<file path="src/rtl/rdchk_id_queue.sv">
module rdchk_id_queue #(
  parameter int TAG_W = 8,
  parameter int LEN_W = 8,
  parameter int DEPTH = 4
) (
  input  logic             clk,
  input  logic             rst,
  input  logic             push,
  input  logic [TAG_W-1:0] push_tag,
  input  logic [LEN_W-1:0] push_len,
  input  logic             beat,
  input  logic             beat_last,
  output logic             empty,
  output logic             full,
  output logic [TAG_W-1:0] front_tag,
  output logic [LEN_W-1:0] front_len,
  output logic [LEN_W-1:0] beat_idx
);

  localparam int PTR_W = (DEPTH > 1) ? $clog2(DEPTH) : 1;
  localparam int CNT_W = PTR_W + 1;
  localparam int ENT_W = TAG_W + LEN_W;

  logic [ENT_W-1:0] mem [DEPTH];
  logic [PTR_W-1:0] wr_ptr, rd_ptr;
  logic [CNT_W-1:0] count;
  logic             do_push, do_pop;

  assign empty = (count == '0);
  assign full  = (count == CNT_W'(DEPTH));
  assign {front_tag, front_len} = mem[rd_ptr];

  assign do_push = push && !full;
  // An entry retires on the marked last beat or on its expected last beat.
  assign do_pop  = beat && !empty && (beat_last || (beat_idx == front_len));

  // Storage has no reset so it can map to a RAM.
  always_ff @(posedge clk) begin
    if (do_push) mem[wr_ptr] <= {push_tag, push_len};
  end

  always_ff @(posedge clk) begin
    if (rst) begin
      wr_ptr   <= '0;
      rd_ptr   <= '0;
      count    <= '0;
      beat_idx <= '0;
    end else begin
      if (do_push) wr_ptr <= (wr_ptr == PTR_W'(DEPTH - 1)) ? '0 : wr_ptr + 1'b1;
      if (do_pop)  rd_ptr <= (rd_ptr == PTR_W'(DEPTH - 1)) ? '0 : rd_ptr + 1'b1;
      case ({do_push, do_pop})
        2'b10:   count <= count + 1'b1;
        2'b01:   count <= count - 1'b1;
        default: count <= count;
      endcase
      if (do_pop)                 beat_idx <= '0;
      else if (beat && !empty)    beat_idx <= beat_idx + 1'b1;
    end
  end

endmodule

</file>
<file path="config.mk">
export PLATFORM = sky130hd
export DESIGN_NAME = rdchk_id_queue
export DESIGN_NICKNAME = d
export VERILOG_FILES = /design/src/rtl/rdchk_id_queue.sv
export SDC_FILE = /design/constraint.sdc
export NUM_CORES = 1
export LEC_CHECK = 0
export BUFFER_PORTS_ARGS = -buffer_cell sky130_fd_sc_hd__buf_2
export CORE_AREA = 2 2 78 80
export DETAILED_ROUTE_END_ITERATION = 10
export DIE_AREA = 0 0 80 82
export GPL_ROUTABILITY_DRIVEN = 0
export PLACE_DENSITY = 0.82
export SLEW_MARGIN = 10
export SYNTH_ARGS = -nofsm -noshare
export SYNTH_HDL_FRONTEND = slang
export SYNTH_SLANG_ARGS = --single-unit
</file>
<file path="constraint.sdc">
create_clock -name clk -period 8.3 [get_ports clk]
set_input_delay 1.66 -clock clk [delete_from_list [all_inputs] [get_ports clk]]
set_output_delay 1.66 -clock clk [all_outputs]
set_load 0.02 [all_outputs]
</file>
==> qor.yml <==
pwr:
  static-leakage-power_nw: 1.38
  ir_drop_mv: 0.159
  pwr_density_cell_nw_per_um2: 249
timing:
  min_period_over_period: 0.472
  max_slew.worst_pin.slew_ns: 0.896
  max_slew_margin: 0.402
  max_freq_mhz: 255
  setup_ws_ns: 4.38
  final_period_demand_of_the_worst_path_ns: 3.92
  hold_viol: 0
  fin_worst_hold_slack_ns: 0.510
  slew_viol_final: 0
  clock-skew-final_ns: 0.00665
  setup_repair_after_global_routing_missed_its_margin: "no"
  final_setup_viols: 0
  setup_tns_ns: 0
critical_path:
  cp-start-kind: "register"
  crit_end_category: "register"
  rr_endpoint: "count[2]$_SDFFE_PP0P_"
  worstPathCellList: "mux4_1 > xnor2_1 > and4_1 > a21o_1 > and2_1 > ha_1 > inv_1 > fa_1 > xor2_1 > or3_1 > a21oi_1"
  critical-path-slowest-cell: "dfxtp_1"
  critical-path-max-stage-delay_ns: 0.92
  timing.reg2reg.setup_slack_ns: 4.38
  criticalPathCategory: "register to register"
  critical_path_arrival_ns: 4.20
  number_of_cell_instances_on_the_worst_register_to_register_path: 11
  critical_path.top_delay_family: "flip-flops"
  critPathMaxFanout: 16
  critical_path_buf_inv_count: 1
  worst_ep_required_time_ns: 8.58
clock_tree:
  worstSkewPairLatency_ns: 0.35
  clock_root_buffer: "clkbuf_8"
  cts_tree: "done"
  postCtsSetupRepairBufs: 0
  numCtsBuffers: 9
  hold_bufs_inserted_after_cts: 0
  post_cts_resize_count: 0
  clk_transition_reported_paths_ns: 0.08
  clock_tree.htree_level_count: 3
  cts.sink_count: 81
  ctsLongestPathBuffers: 2
synth:
  post_synth_most_frequent_cells: "edfxtp_1 (64), dfxtp_1 (17), mux4_1 (13)"
  muxShareOfSynthArea: 0.121
  ys.warnings.count: 0
  synth_edf_count: 64
  ys_types: 37
  synth_compound_area_frac: 0.0424
  synth.avg_cell_area_um2: 17.0
  most_frequently_used_cell_type_in_the_post_synthesis_netlist: "edfxtp_1"
  asyncSetResetFlopFracSynth: 0
  gate_count_of_the_mapped_netlist: 200
  combinational_family_with_the_most_area_after_synthesis: "multiplexers"
  synthesis.area_um2: 3390
  yosys.area_share.adder: 0.0317
  synth_top_flop_cell: "edfxtp_1"
  total_nets_after_synthesis: 229
  synth_top_cells_by_area: "edfxtp_1 (57%), mux4_1 (10%), dfxtp_1 (10%)"
  ys_ff_latch: 81
  synth_top_area_frac: 0.566
  sequential_element_share_of_the_synthesized_area: 0.666
  post-synth-top-area-cell: "edfxtp_1"
  synth_simple_gate_area_frac: 0.0675
  synth_xor_xnor_area_share: 0.0439
global_route:
  groute.usage.overall: 0.202
  grt_max_degree: 19
  wire_length_of_the_first_global_routing_pass_mm: 9.41
  antenna_found_initial: 0
  grt_pass1_vias: 1878
  overflow: 0
run:
  maxCapViolCount: 0
die:
  fp.dieArea_um2: 6560
  design.portCount: 47
  start_util: 0.591
  core_region_area_um2: 5750
  fp.dieH_um: 82
  core.rowCount: 28
  die_w_um: 80
layout:
  final_nets: 277
  area_delta_synth_final_pct: 13.7
  final_cells: 328
  diodes: 0
  fraction_of_final_layout_cells_sized_beyond_drive_strength_1: 0.261
route:
  drt-pass1-iter-count: 4
  wl_per_cell_um: 17.8
  detail_route.wirelength_mm: 5.84
  remaining_antenna_violation_count_after_routing: 0
  routed-via-count: 1871
  drc_errors: 0
  first_iter_violations: 99
  routed_via_density: 5.70
placed_design:
  total_instance_count_after_detailed_placement: 312
  detailed_place_hpwl_mm: 3.99
  placement.setup.worst_slack_ns: 4.42
  placement.io_buffers: 46
min_path:
  holdPathStages: 2
  min-delay-path-class: "register to register"
  timing.hold.worst.start: "wr_ptr[1]$_SDFFE_PP0P_"
  whs_endpoint: "wr_ptr[1]$_SDFFE_PP0P_"
outcome:
  outcome: "finished, final reports clean"
## stage by stage
| stage | instance area [um^2] | power, mW | util |
|---|---|---|---|
| floorplan | 3390 | 0.633 | - |
| global placement | 3650 | 0.673 | 0.635 |
| detailed placement | 3650 | 0.680 | 0.635 |
| CTS | 3860 | 0.972 | 0.672 |
| global route | 3860 | 1.01 | 0.672 |
| finish | 3860 | 0.962 | 0.672 |
## cell type report
cell class                 instances  area (um^2)
clock buffer                       9          124
sequential                        81         2260
multi-input combinational        103         1040
timing repair buffer              46          230
tap                               75         93.8
clock inverter                     7         83.8
fill                             420         1890
inverter                           7         26.3
## power by group
part	switching [mW]	internal, mW
logic	0.102	0.0760
registers	0.0253	0.466
clock network	0.148	0.144
## logic make-up after synthesis
logic type	Yosys count
flip-flops	81
adder cells (fa/ha/maj)	8
AND/OR/NAND/NOR	42
XOR/XNOR	17
buffers and inverters	16
AO/OA/AOI/OAI	20
multiplexers	16
## worst reg2reg max path, cell delays in order (launching register included)
cell and delay, ns:
dfxtp_1 0.92, mux4_1 0.71, xnor2_1 0.22, and4_1 0.29, a21o_1 0.31, and2_1 0.18, ha_1 0.19, inv_1 0.08
fa_1 0.37, xor2_1 0.16, or3_1 0.31, a21oi_1 0.13
## placed cells by master (no fill, tap or decap), types with 3 or more instances in the layout
cell | synthesis | final
edfxtp_1 | 64 | 64
xnor2_1 | 11 | 11
and2_1 | 5 | 5
mux4_1 | 13 | 13
and3_1 | 4 | 4
ha_1 | 7 | 7
inv_1 | 7 | 7
a211oi_1 | 7 | 7
nand3_1 | 6 | 6
dfxtp_1 | 17 | 17
nand4_1 | 4 | 4
mux4_2 | 3 | 3
clkbuf_8 | 0 | 9
a21oi_1 | 4 | 4
buf_2 | 1 | 46
nor2_1 | 5 | 5
xor2_1 | 6 | 6
nand2_1 | 7 | 7
## worst max path at each step
stage | start | endpoint | slack, ns | cells past startpoint
after floorplan | beat | count[2]$_SDFFE_PP0P_ | 4.76 | 9
after global placement | register | count[2]$_SDFFE_PP0P_ | 4.53 | 11
after detailed placement | register | count[2]$_SDFFE_PP0P_ | 4.42 | 11
after CTS | register | count[2]$_SDFFE_PP0P_ | 4.34 | 11
after global routing | register | count[2]$_SDFFE_PP0P_ | 4.09 | 11
final | register | count[2]$_SDFFE_PP0P_ | 4.38 | 11
## per-layer routing
| metal | part of all wire | global-route usage | vias to the layer above |
|---|---|---|---|
| met4 | 0.017 | 0.0966 | 0 |
| met5 | 0 | 0 | - |
| li1 | - | - | 889 |
| met3 | 0.054 | 0.0451 | 10 |
| met2 | 0.50 | 0.326 | 66 |
| met1 | 0.43 | 0.263 | 906 |
## sequential cells by signal, summed over array words and instances (netlist names), named ones only
name / count
mem: 64
beat_idx: 8
count: 3
rd_ptr: 2
wr_ptr: 2
Power figures use the tool's default switching activity.
